### src/rtl/fpadd_pkg.sv
package fpadd_pkg;
    localparam int EXP_W  = 8;
    localparam int FRAC_W = 23;
    localparam int WORD_W = 1 + EXP_W + FRAC_W;
    localparam int MANT_W = FRAC_W + 1;
    localparam int GRD_W  = 3;
    localparam int EXT_W  = MANT_W + GRD_W;
    localparam int LZ_W   = $clog2(EXT_W + 1);
    localparam int NFLAG  = 5;

    localparam int FL_INV = 0;
    localparam int FL_DZ  = 1;
    localparam int FL_OVF = 2;
    localparam int FL_UNF = 3;
    localparam int FL_INX = 4;

    localparam logic [WORD_W-1:0] QNAN_WORD = {1'b0, {EXP_W{1'b1}}, 1'b1, {(FRAC_W-1){1'b0}}};

    typedef enum logic [1:0] {
        RM_NEAR = 2'b00,
        RM_DOWN = 2'b01,
        RM_UP   = 2'b10,
        RM_ZERO = 2'b11
    } rmode_e;

    typedef struct packed {
        logic              sign;
        logic [EXP_W-1:0]  exp;
        logic [MANT_W-1:0] mant;
        logic              is_inf;
        logic              is_nan;
        logic              is_snan;
    } opnd_t;
endpackage

### src/rtl/fpadd_unpack.sv
module fpadd_unpack
    import fpadd_pkg::*;
(
    input  logic [WORD_W-1:0] word,
    input  logic              negate,
    input  logic              daz,
    output opnd_t             op
);
    logic [EXP_W-1:0]  efield;
    logic [FRAC_W-1:0] ffield;
    logic              e_zero;
    logic              e_ones;

    always_comb begin
        efield = word[WORD_W-2 -: EXP_W];
        ffield = word[FRAC_W-1:0];
        e_zero = (efield == '0);
        e_ones = (efield == '1);

        op.sign    = word[WORD_W-1] ^ negate;
        op.is_inf  = e_ones && (ffield == '0);
        op.is_nan  = e_ones && (ffield != '0);
        op.is_snan = e_ones && (ffield != '0) && !ffield[FRAC_W-1];
        // subnormals sit at effective exponent 1 with a hidden 0
        op.exp     = e_zero ? EXP_W'(1) : efield;
        if (e_zero && daz)
            op.mant = '0;
        else
            op.mant = {!e_zero, ffield};
    end
endmodule

### src/rtl/fpadd_core.sv
module fpadd_core
    import fpadd_pkg::*;
(
    input  opnd_t             x,
    input  opnd_t             y,
    input  rmode_e            rm,
    input  logic              ftz,
    output logic [WORD_W-1:0] res,
    output logic [NFLAG-1:0]  flg
);
    localparam int EW = EXP_W + 2;

    function automatic logic [LZ_W-1:0] lead_zeros(input logic [EXT_W-1:0] v);
        logic [LZ_W-1:0] n;
        logic            hit;
        n   = '0;
        hit = 1'b0;
        for (int i = EXT_W - 1; i >= 0; i--) begin
            if (!hit) begin
                if (v[i]) hit = 1'b1;
                else      n   = n + 1'b1;
            end
        end
        return n;
    endfunction

    logic                 swap, eff_sub, b_sign;
    logic [EXP_W-1:0]     b_exp, s_exp, diff, shamt;
    logic [MANT_W-1:0]    b_mant, s_mant;
    logic [2*EXT_W-1:0]   wide;
    logic [EXT_W-1:0]     al;
    logic [EXT_W:0]       sum;
    logic [EW-1:0]        e0, e1, e2, lim, lzx, sh;
    logic [EXT_W-1:0]     nrm;
    logic [MANT_W-1:0]    keep;
    logic                 rb, sb, inexact, up, max_mag;
    logic [MANT_W:0]      rnd;
    logic [FRAC_W-1:0]    frac;

    always_comb begin
        // order by magnitude
        swap    = {y.exp, y.mant} > {x.exp, x.mant};
        b_sign  = swap ? y.sign : x.sign;
        b_exp   = swap ? y.exp  : x.exp;
        b_mant  = swap ? y.mant : x.mant;
        s_exp   = swap ? x.exp  : y.exp;
        s_mant  = swap ? x.mant : y.mant;
        eff_sub = x.sign ^ y.sign;

        // align smaller operand; shifted-out bits fold into the LSB
        diff  = b_exp - s_exp;
        shamt = (diff > EXP_W'(EXT_W)) ? EXP_W'(EXT_W) : diff;
        wide  = {s_mant, {GRD_W{1'b0}}, {EXT_W{1'b0}}} >> shamt;
        al    = {wide[2*EXT_W-1:EXT_W+1], wide[EXT_W] | (|wide[EXT_W-1:0])};

        sum = eff_sub ? ({1'b0, b_mant, {GRD_W{1'b0}}} - {1'b0, al})
                      : ({1'b0, b_mant, {GRD_W{1'b0}}} + {1'b0, al});

        // normalise, never below effective exponent 1
        e0  = EW'(b_exp);
        lim = e0 - 1'b1;
        lzx = EW'(lead_zeros(sum[EXT_W-1:0]));
        sh  = (lzx < lim) ? lzx : lim;
        if (sum[EXT_W]) begin
            nrm = {sum[EXT_W:2], sum[1] | sum[0]};
            e1  = e0 + 1'b1;
        end else begin
            nrm = sum[EXT_W-1:0] << sh;
            e1  = e0 - sh;
        end

        // round
        keep    = nrm[EXT_W-1:GRD_W];
        rb      = nrm[GRD_W-1];
        sb      = |nrm[GRD_W-2:0];
        inexact = rb | sb;
        unique case (rm)
            RM_NEAR: up = rb & (sb | keep[0]);
            RM_UP:   up = inexact & !b_sign;
            RM_DOWN: up = inexact & b_sign;
            RM_ZERO: up = 1'b0;
        endcase
        rnd = {1'b0, keep} + (MANT_W+1)'(up);
        if (rnd[MANT_W]) begin
            e2   = e1 + 1'b1;
            frac = rnd[FRAC_W:1];
        end else if (rnd[FRAC_W]) begin
            e2   = e1;
            frac = rnd[FRAC_W-1:0];
        end else begin
            e2   = '0;
            frac = rnd[FRAC_W-1:0];
        end

        max_mag = (rm == RM_ZERO) || (rm == RM_UP && b_sign) || (rm == RM_DOWN && !b_sign);
        flg     = '0;
        flg[FL_INX] = inexact;
        res     = {b_sign, e2[EXP_W-1:0], frac};

        if (e2 >= EW'({EXP_W{1'b1}})) begin
            flg[FL_OVF] = 1'b1;
            flg[FL_INX] = 1'b1;
            res = max_mag ? {b_sign, {(EXP_W-1){1'b1}}, 1'b0, {FRAC_W{1'b1}}}
                          : {b_sign, {EXP_W{1'b1}}, {FRAC_W{1'b0}}};
        end else if (sum == '0) begin
            res = {eff_sub ? (rm == RM_DOWN) : b_sign, {(WORD_W-1){1'b0}}};
        end else if (e2 == '0) begin
            flg[FL_UNF] = inexact;
            if (ftz) begin
                res = {b_sign, {(WORD_W-1){1'b0}}};
                flg[FL_UNF] = 1'b1;
                flg[FL_INX] = 1'b1;
            end
        end

        // special operands override the datapath
        if (x.is_nan || y.is_nan) begin
            res = QNAN_WORD;
            flg = '0;
            flg[FL_INV] = x.is_snan || y.is_snan;
        end else if (x.is_inf || y.is_inf) begin
            flg = '0;
            if (x.is_inf && y.is_inf && eff_sub) begin
                res = QNAN_WORD;
                flg[FL_INV] = 1'b1;
            end else begin
                res = {x.is_inf ? x.sign : y.sign, {EXP_W{1'b1}}, {FRAC_W{1'b0}}};
            end
        end
    end

    always_comb begin
        assert_ovf_implies_inexact_R7: assert (!flg[FL_OVF] || flg[FL_INX]);
        assert_no_divzero_R3: assert (!flg[FL_DZ]);
    end
endmodule

### src/rtl/fpadd_top.sv
module fpadd_top
    import fpadd_pkg::*;
(
    input  logic              clk,
    input  logic              rst_n,
    input  logic              start,
    input  logic [WORD_W-1:0] op_a,
    input  logic [WORD_W-1:0] op_b,
    input  logic              sub,
    input  logic [1:0]        rmode,
    input  logic              ftz,
    input  logic              daz,
    input  logic [NFLAG-1:0]  mask,
    input  logic              flag_clr,
    input  logic              flag_wr,
    input  logic [NFLAG-1:0]  flag_wdata,
    output logic [WORD_W-1:0] result,
    output logic              valid,
    output logic [NFLAG-1:0]  flags,
    output logic              trap
);
    opnd_t             ua, ub;
    logic [WORD_W-1:0] sum_word;
    logic [NFLAG-1:0]  new_flg;

    fpadd_unpack u_ua (.word(op_a), .negate(1'b0), .daz(daz), .op(ua));
    fpadd_unpack u_ub (.word(op_b), .negate(sub),  .daz(daz), .op(ub));

    fpadd_core u_core (
        .x   (ua),
        .y   (ub),
        .rm  (rmode_e'(rmode)),
        .ftz (ftz),
        .res (sum_word),
        .flg (new_flg)
    );

    always_ff @(posedge clk) begin
        if (!rst_n) begin
            result <= '0;
            valid  <= 1'b0;
            trap   <= 1'b0;
            flags  <= '0;
        end else begin
            valid <= start;
            trap  <= start && |(new_flg & ~mask);
            if (start) result <= sum_word;
            if (flag_clr)     flags <= '0;
            else if (flag_wr) flags <= flag_wdata;
            else if (start)   flags <= flags | new_flg;
        end
    end

    assert_valid_after_start_R11: assert property (@(posedge clk) disable iff (!rst_n)
        start |=> valid);
    assert_valid_single_R11: assert property (@(posedge clk) disable iff (!rst_n)
        !start |=> !valid);
    assert_trap_with_valid_R10: assert property (@(posedge clk) disable iff (!rst_n)
        trap |-> valid);
    assert_trap_unmasked_R10: assert property (@(posedge clk) disable iff (!rst_n)
        (trap && !$past(flag_clr) && !$past(flag_wr)) |-> |(flags & ~$past(mask)));
    assert_flags_sticky_R9: assert property (@(posedge clk) disable iff (!rst_n)
        (!flag_clr && !flag_wr) |=> ((flags & $past(flags)) == $past(flags)));
    assert_flags_clear_R9: assert property (@(posedge clk) disable iff (!rst_n)
        flag_clr |=> (flags == '0));
    assert_ftz_no_subnormal_R6: assert property (@(posedge clk) disable iff (!rst_n)
        (valid && $past(ftz)) |-> !(result[WORD_W-2 -: EXP_W] == '0 && result[FRAC_W-1:0] != '0));
endmodule

### config.mk
export PLATFORM = sky130hd
export DESIGN_NAME = fpadd_top
export DESIGN_NICKNAME = d
export VERILOG_FILES = /design/src/rtl/fpadd_pkg.sv /design/src/rtl/fpadd_unpack.sv /design/src/rtl/fpadd_core.sv /design/src/rtl/fpadd_top.sv
export SDC_FILE = /design/constraint.sdc
export NUM_CORES = 1
export LEC_CHECK = 0
export ABC_AREA = 1
export BUFFER_PORTS_ARGS = -buffer_cell sky130_fd_sc_hd__buf_2
export CAP_MARGIN = 20
export CELL_PAD_IN_SITES_DETAIL_PLACEMENT = 1
export CELL_PAD_IN_SITES_GLOBAL_PLACEMENT = 1
export CORE_ASPECT_RATIO = 0.8
export CORE_MARGIN = 5
export CORE_UTILIZATION = 43
export DETAILED_ROUTE_END_ITERATION = 7
export HOLD_SLACK_MARGIN = 0.08
export PLACE_DENSITY = 0.85
export SKIP_CTS_REPAIR_TIMING = 1
export SYNTH_ARGS = -nofsm -noshare
export SYNTH_HDL_FRONTEND = slang
export SYNTH_SLANG_ARGS = --single-unit
### constraint.sdc
create_clock -name clk -period 28.4 [get_ports clk]
set_input_delay 1.42 -clock clk [delete_from_list [all_inputs] [get_ports clk]]
set_output_delay 1.42 -clock clk [all_outputs]
set_load 0.005 [all_outputs]
Yosys cells after proc, flatten, opt, wreduce, memory -nomap -nowiden
Index checks and enable logic that the tools add are counted.
- $add $sub $neg: 34
- magnitude comparators: 4
- equal/unequal tests: 5
- shift operators: 2
- multiplexer cells: 143
- bitwise operators: 13
- reduce and logical (&&, ||, !) cells: 37
- operators by type and width (kind ; number):
    $mux W5 ; 56
    $mux W32 ; 5
    $add A5 B1 Y5 const B ; 25
    $mux W24 ; 5
    $mux W31 ; 2
    $mux W1 ; 59
    $shr A54 B8 Y54 ; 1
    $logic_not A23 Y1 ; 2
    $reduce_bool A23 Y1 ; 2
    $mux W10 ; 4
    $mux W8 ; 5
    $gt A32 B32 Y1 ; 1
    $add A27 B27 Y28 ; 1
    $logic_not A28 Y1 ; 1
    $mux W28 ; 1
    $sub A27 B27 Y28 ; 1
    $mux W27 ; 1
    $reduce_or A27 Y1 ; 1
    $shl A27 B10 Y27 ; 1
    $add A24 B1 Y25 ; 1
    $mux W23 ; 1
    $eq A8 B8 Y1 const B ; 2
    $logic_not A8 Y1 ; 2
    $logic_and A1 B1 Y1 ; 13
    27 further kinds ; 45
- register bits after elaboration: 39
- bits of input ports: 84
- output and inout bits: 39
- word-level logic and storage cells: 242

Longest topological paths before layout
Gate-level depths: netlist (run 1).
- word-level depth: 112
- gate-level depth with buffers: 186
- mapped depth without buffers: 182

Hierarchy
From an unflattened synthesis (run 1), not the netlist that was laid out.
- cells, all modules: 3171
- area, all modules: 16807.4 µm²
- modules (own cells, without submodules) (module ; instances ; cells an instance ; area an instance (µm²) ; sequential area each (µm²)):
    fpadd_core ; 1 ; 2835 ; 14502.7 ; 0.0
    fpadd_top ; 1 ; 190 ; 1511.4 ; 780.7
    fpadd_unpack ; 2 ; 73 ; 396.6 ; 0.0

Least setup slack after synthesis (run 1)
No wires, ideal clock.
- path kind: input -> register
- start: input port op_b[24]
- end: register result[15]
- setup time: 0.128 ns
- data arrival time: 21.894 ns
- required time: 28.272 ns
- path slack: 6.379 ns
- stages: 169
- buffers on the path: 5
- cells stage by stage: nor4_1 > nand2_1 > nor2_1 > clkbuf_1 > nor2_1 > ha_1 > nand2_1 > inv_1 > nand2_1 > nand2_1 > nand2_1 > nand3_1 > a21oi_2 > nand2_4 > nand2_4 > nand2_2 > nand2_2 > nand2_2 > (+133 left out) > nand2_1 > nand2_1 > o22ai_1 > nand2_1 > nor2_1 > xor2_1 > inv_1 > nor2_4 > inv_1 > nand2_2 > nand2_2 > nor2_4 > nand4_1 > buf_2 > a21oi_1 > nor2_1 > a21oi_1 > nor2_1
- cells in the longest elaborated chain, start to end: 109
- elaborated cells between the ends (all ways): 191
- those cells by class: add/sub: 34; order compare: 4; eq/ne: 1; shift: 2; mux: 127; bitwise: 7; reduce/logical: 16
- ends and longest elaborated chain (what ; RTL line ; source):
    from (decl) ; fpadd_top.sv:8 ; input logic [WORD_W-1:0] op_b,
    parallel branches: the longest is 108 deep, another holds $gt A32 B32 Y1 ; -- ;
    $mux W32 * ; fpadd_core.sv:117 ; if (x.is_nan || y.is_nan) begin
    to (signal assigned) ; fpadd_top.sv:47 ; if (start) result <= sum_word;
    to (decl) ; fpadd_top.sv:17 ; output logic [WORD_W-1:0] result,
Mark *: on every way between the ends.
A chain may end at the register's enable or synchronous reset.

Final worst setup path (run 1)
- start: input port op_a[24]
- end: register result[0]
- cells in the longest elaborated chain, start to end: 109
- elaborated cells between the ends (all ways): 191
- those cells by class: add/sub: 34; order compare: 4; eq/ne: 1; shift: 2; mux: 127; bitwise: 7; reduce/logical: 16
- ends and longest elaborated chain (what ; RTL line ; source):
    from (decl) ; fpadd_top.sv:7 ; input logic [WORD_W-1:0] op_a,
    parallel branches: the longest is 108 deep, another holds $gt A32 B32 Y1 ; -- ;
    $mux W32 * ; fpadd_core.sv:117 ;
Marks and branches as above.

==> results of run 1 <==
## cell families after synthesis
family | after synthesis | synth area share (%)
simple gates | 1810 | 53.6
xor+xnor | 55 | 3.07
buf+inv | 514 | 15.0
fa+ha+maj | 124 | 9.82
compound gates | 380 | 13.5
mux | 2 | 0.126
flops | 39 | 4.89
## power by group through the flow
stage,registers [mW],clock network (mW),logic (mW)
2_1_floorplan,0.0765,0,0.660
4_1_cts,0.0752,0.0672,0.906
3_5_place_dp,0.0759,0,0.895
3_3_place_gp,0.0754,0,0.863
6_report,0.0754,0.0669,0.941
5_1_grt,0.0769,0.0706,1.03
## worst max-delay path by stage
stage | slack, ps | end | from | depth (start not counted)
finish | 1940 | result[0]$_SDFFE_PN0P_ | op_a[24] | 167
global route | -20 | result[0]$_SDFFE_PN0P_ | op_a[24] | 176
CTS | 530 | result[0]$_SDFFE_PN0P_ | op_b[28] | 157
detailed placement | 450 | result[0]$_SDFFE_PN0P_ | op_b[28] | 160
global placement | 1400 | result[14]$_SDFFE_PN0P_ | op_b[28] | 166
floorplan | 6380 | result[15]$_SDFFE_PN0P_ | op_b[24] | 169
## metrics by stage
step                hold slack (ps)  cells
floorplan                       454   2924
global placement                444   3447
detailed placement              458   3447
CTS                             468   3455
global route                    506   3465
finish                          469   3465
## layout make-up
class	instances	area (um^2)
Timing Repair inverter	1	7.51
Tap cell	487	609
Fill cell	5494	20000
Inverter	410	1570
Clock buffer	5	125
Sequential cell	39	781
Multi-Input combinational cell	2375	12900
Clock inverter	3	46.3
Timing Repair Buffer	145	790
## layout by cell type, fill, tap and decap left out, types with 8 or more instances in the layout
cell,netlist,layout
a21oi_1,127,126
a31oi_1,16,16
buf_2,10,121
buf_4,10,23
dfxtp_1,39,39
ha_1,122,122
inv_1,375,374
inv_2,26,24
nand2_1,825,823
nand2_2,67,67
nand2_4,22,23
nand3_1,410,410
nand3_2,26,24
nand3b_1,18,18
nand4_1,61,61
nor2_1,265,263
nor2_2,15,14
nor2_4,15,20
nor3_1,21,21
nor4_1,19,19
o211ai_1,12,12
o21ai_0,143,136
o21ai_1,23,28
o21ai_2,14,17
or2_2,11,11
xnor2_1,8,8
xor2_1,46,46
## flip-flops by register name (all words and copies together) (netlist names)
signal,flops
flags,5
result,32
trap,1
valid,1
## routing by layer
| metal | wire, um | track usage [%] | share of wire (%) |
|---|---|---|---|
| met3 | 4690 | 4.28 | 7.4 |
| met1 | 29900 | 42.1 | 47 |
| met5 | 0 | 0 | 0 |
| met4 | 1390 | 5.45 | 2.2 |
| met2 | 27600 | 46.0 | 43 |
## worst max-delay path, delay by kind of cell
| kind | cells | cell delay [ps] |
|---|---|---|
| and+or+nand+nor | 114 | 15550 |
| buffers and inverters | 16 | 1480 |
| adders and majority gates | 20 | 5310 |
| AOI/OAI and AO/OA | 17 | 2800 |
==> reports/metrics.yaml, run 1 <==
antenna_cells: 0
reg2reg_depth: 4
cp_slowest_stage_delay_ps: 460
synth_top_area_cell: "nand2_1"
grt_pass1_wl_um: 101000
top_level_ports: 123
synthCells: 2924
synthArstFlopShare_pct: 0
clkSlewWorstSetupHoldPaths_ps: 60
synth_most_common_cell: "nand2_1"
regToRegEndpoint: "result[0]$_SDFFE_PN0P_"
final.setup.tns_ps: 0
synth_top_area_share_pct: 19.4
min_to: "result[20]$_SDFFE_PN0P_"
die_h_um: 182
clock_power_share_pct: 6.2
whs_path_depth: 2
drt_wl_total_um: 63600
cts_buffers: 5
cts_root_buffer: "clkbuf_16"
synth_common_cells: "825 x nand2_1, 410 x nand3_1, 375 x inv_1, 265 x nor2_1, 143 x o21ai_0"
hold_start: "result[20]$_SDFFE_PN0P_"
vias: 19990
critPathSlowestCell: "ha_1"
synthesis.area_um2: 16000
cts_sinks: 39
track_usage_pct: 29.0
grt_pass1_vias: 19545
synth_top_flop_cell: "dfxtp_1"
core_region_area_um2: 36800
die_w_um: 225
clk_path_buf_depth: 2
synth_area_per_cell_um2: 5.45
slew_headroom_pct: 25.4
synth_seq_cells: 39
yosys_warnings: 0
r2r-start: "result[0]$_SDFFE_PN0P_"
rows: 63
worst_slack_ps: 1940
synth_cell_types: 72
drc_errors: 0
grt_start_max_net_pins: 65
sw_frac_of_total_pct: 64.6
initial_utilization_pct: 43.3
overflow: 0
drt_iter0_drc: 1647
fin_area_um2: 16800
hold_viol_final: 0
syn_to_final_growth_pct: 5.60
r2r_slack_ps: 27600
p_switching_mw: 0.699
synth_area_leaders: "nand2_1 19%, nand3_1 13%, ha_1 9.6%, inv_1 8.8%, nor2_1 6.2%"
ir_drop_mv: 0.0412
crit_arrival_ps: 26600
power.density_nw_per_um2: 64.3
power_frac_seq_pct: 7.0
fin_crit_sh_pct: 93.2
crit_path_end_kind: "register"
cp-start-kind: "input pin"
cts_tree: "yes"
dpl_cell_area_um2: 16500
insertion_delay_ps: 280
required_ps: 28530
port_buffers: 121
utilization_pct: 45.8
total_power_mw: 1.08
viasPerCell: 5.77
dieArea_um2: 41100
fmax_mhz: 37.8
worst-setup-path-type: "in -> reg"
synth-edff-count: 0
dp_hpwl_um: 52300
ys_seq_area_share_pct: 4.89
finalClockSkew_ps: 0
first_pass_iters: 7
hold_class: "reg -> reg"
p_comb_share_pct: 86.9
dp_slack_ps: 454
nets: 3185
ant_nets: 0
worstPathMaxFanout: 32
crit_path_frequent_cell: "nand2_1"
cap_viol_max_count: 0
cts_htree_levels: 2
wl_per_cell_um: 18.3
status: "complete, no violations"
worst-slew-pin-transition_ps: 1110
syn_nets: 3132
internal_power_mw: 0.384
finalCriticalPeriod_ps: 26460
leakagePower_nw: 9.26
drive_above_1_share_pct: 13.5
slew_viol_final: 0
antenna_found_initial: 1
gp_congestion: 0.983
final-setup-viol-count: 0
No activity file was read; power rests on OpenSTA's default activity.
==> run 2: changes to the inputs <==
--- a/config.mk
+++ b/config.mk
@@ -16,6 +16,7 @@
 export DETAILED_ROUTE_END_ITERATION = 7
 export HOLD_SLACK_MARGIN = 0.08
 export PLACE_DENSITY = 0.85
+export REMOVE_ABC_BUFFERS = 1
 export SKIP_CTS_REPAIR_TIMING = 1
 export SYNTH_ARGS = -nofsm -noshare
 export SYNTH_HDL_FRONTEND = slang
==> reports/metrics.yaml, run 2 (synthesis gave the netlist of run 1 again) <==
cp_top_family: "simple AND/OR/NAND/NOR gates"
status: "complete, no violations"
vias: 19744  # -1.2%
cts_sinks: 39  # unchanged
dieArea_um2: 41100  # unchanged
port_buffers: 121  # unchanged
fmax_mhz: 37.8  # about the same
cp-start-kind: "input pin"
dr_wl_met3_um: 4010  # -14%
power.density_nw_per_um2: 64.4  # +0.20%
hold_viol_final: 0  # unchanged
cp.buffers_inverters: 24  # +8
drive_above_1_share_pct: 13.3  # -0.22 points
crit_start: "op_a[24]"
r2r_slack_ps: 27630  # +30 ps
leakagePower_nw: 9.25  # -0.17%
antenna_cells: 0  # unchanged
crit_cells: 168  # +0.60%
utilization_pct: 45.6  # -0.19 points
cts_tree: "yes"
worst-setup-path-type: "in -> reg"
drc_errors: 0  # unchanged
first_pass_iters: 5  # -2
crit_end: "flags[4]$_SDFFE_PP0N_"
cts_buffers: 5  # unchanged
drt_wl_total_um: 62300  # -2.0%
route.met2.wl_um: 27600  # about the same
grt_pass1_wl_um: 98900  # -1.6%
largest_register_ffs: 32  # unchanged
cts_htree_levels: 2  # unchanged
insertion_delay_ps: 290  # about the same
total_power_mw: 1.08  # -0.22%
ant_nets: 0  # unchanged
reg.largest.list: "result (32), flags (5)"
worst_slack_ps: 1940  # +2.19 ps
r2r-start: "flags[2]$_SDFFE_PP0N_"
required_ps: 28620  # +90 ps
final-setup-viol-count: 0  # unchanged
reg2reg_depth: 4  # unchanged
overflow: 0  # unchanged
clk_path_buf_depth: 2  # unchanged
dpl_cell_area_um2: 16500  # about the same
core_region_area_um2: 36800  # unchanged
fin_crit_sh_pct: 93.2  # about the same
grt_pass1_vias: 19432  # -0.58%
final.setup.tns_ps: 0  # unchanged
initial_utilization_pct: 43.3  # unchanged
hold_start: "flags[1]$_SDFFE_PP0P_"
cts_root_buffer: "clkbuf_16"
ir_drop_mv: 0.0405  # -1.7%
critPathSlowestCell: "nor4b_1"
track_usage_pct: 28.6  # -0.39 points
hold_class: "reg -> reg"
fin_area_um2: 16800  # -0.42%
slew_headroom_pct: 28.2  # +2.8 points
cp_slowest_stage_delay_ps: 410  # -50 ps
finalCriticalPeriod_ps: 26460  # -2.19 ps
drt-met1-wl_um: 29000  # -3.0%
gp_congestion: 0.972  # -1.1%
crit_path_frequent_cell: "nand2_1"
dp_hpwl_um: 51800  # -0.89%
cap_viol_max_count: 0  # unchanged
dp_slack_ps: 701  # +247 ps
top_level_ports: 123  # unchanged
worstPathMaxFanout: 32  # unchanged
drt_iter0_drc: 1472  # -11%
top_layer_used: "met4"
slew_viol_final: 0  # unchanged
clkSlewWorstSetupHoldPaths_ps: 50  # about the same
antenna_found_initial: 0  # -1
viasPerCell: 5.70  # -1.1%
grt_start_max_net_pins: 65  # unchanged
syn_to_final_growth_pct: 5.16
top_register: "result"
final_common_cell: "nand2_1"
rows: 63  # unchanged
die_h_um: 182  # unchanged
crit_arrival_ps: 26680  # +80 ps
nets: 3181  # -0.13%
wl_per_cell_um: 18.0  # -1.9%
die_w_um: 225  # unchanged
worst-slew-pin-transition_ps: 1070  # -34.6 ps
regToRegEndpoint: "flags[2]$_SDFFE_PP0N_"
finalClockSkew_ps: 0  # unchanged
crit_path_end_kind: "register"
most-common-layout-cells: "824 x nand2_1, 410 x nand3_1, 374 x inv_1"
-- run 2: tightest hold or removal path, delay by kind of cell (launching register included) --
family / cells / cell delay, ps
AOI/OAI and AO/OA: 1 / 50
DFF: 1 / 300
and+or+nand+nor: 1 / 60
-- run 2: layout make-up --
class                      count  area [um^2]
fill                        5472        20000
timing repair buffer         141          756
clock buffer                   8          156
sequential                    39          781
inverter                     410         1570
tap                          487          609
multi-input combinational   2374        12900
timing repair inverter         2         12.5
-- run 2: how the worst min path moves through the flow --
stage,endpoint,slack [ps],cells after the start
after floorplan,flags[1]$_SDFFE_PP0P_,450,2
after global placement,flags[1]$_SDFFE_PP0P_,440,2
after detailed placement,flags[1]$_SDFFE_PP0P_,460,2
after CTS,flags[1]$_SDFFE_PP0P_,460,2
after global routing,flags[1]$_SDFFE_PP0P_,480,2
final,flags[1]$_SDFFE_PP0P_,460,2
-- run 2: where the power goes --
part	leakage, nW	total [mW]	switching (mW)	internal (mW)
clock	0.0772	0.0593	0.0220	0.0374
combinational	8.85	0.947	0.673	0.274
sequential	0.322	0.0743	0.00630	0.0680
total	9.25	1.08	0.701	0.379
-- run 2: metal layers --
layer / GRT usage (%) / up-vias
met5: 0 / -
met4: 5.93 / 0
met3: 4.41 / 100
met2: 46.4 / 586
met1: 40.4 / 9431
li1: - / 9627
-- run 2: metrics by stage --
| step | instances | hold WS, ps |
|---|---|---|
| 5_1_grt | 3461 | 485 |
| 2_1_floorplan | 2820 | 454 |
| 6_report | 3461 | 462 |
| 3_5_place_dp | 3448 | 457 |
| 3_3_place_gp | 3448 | 444 |
| 4_1_cts | 3456 | 465 |
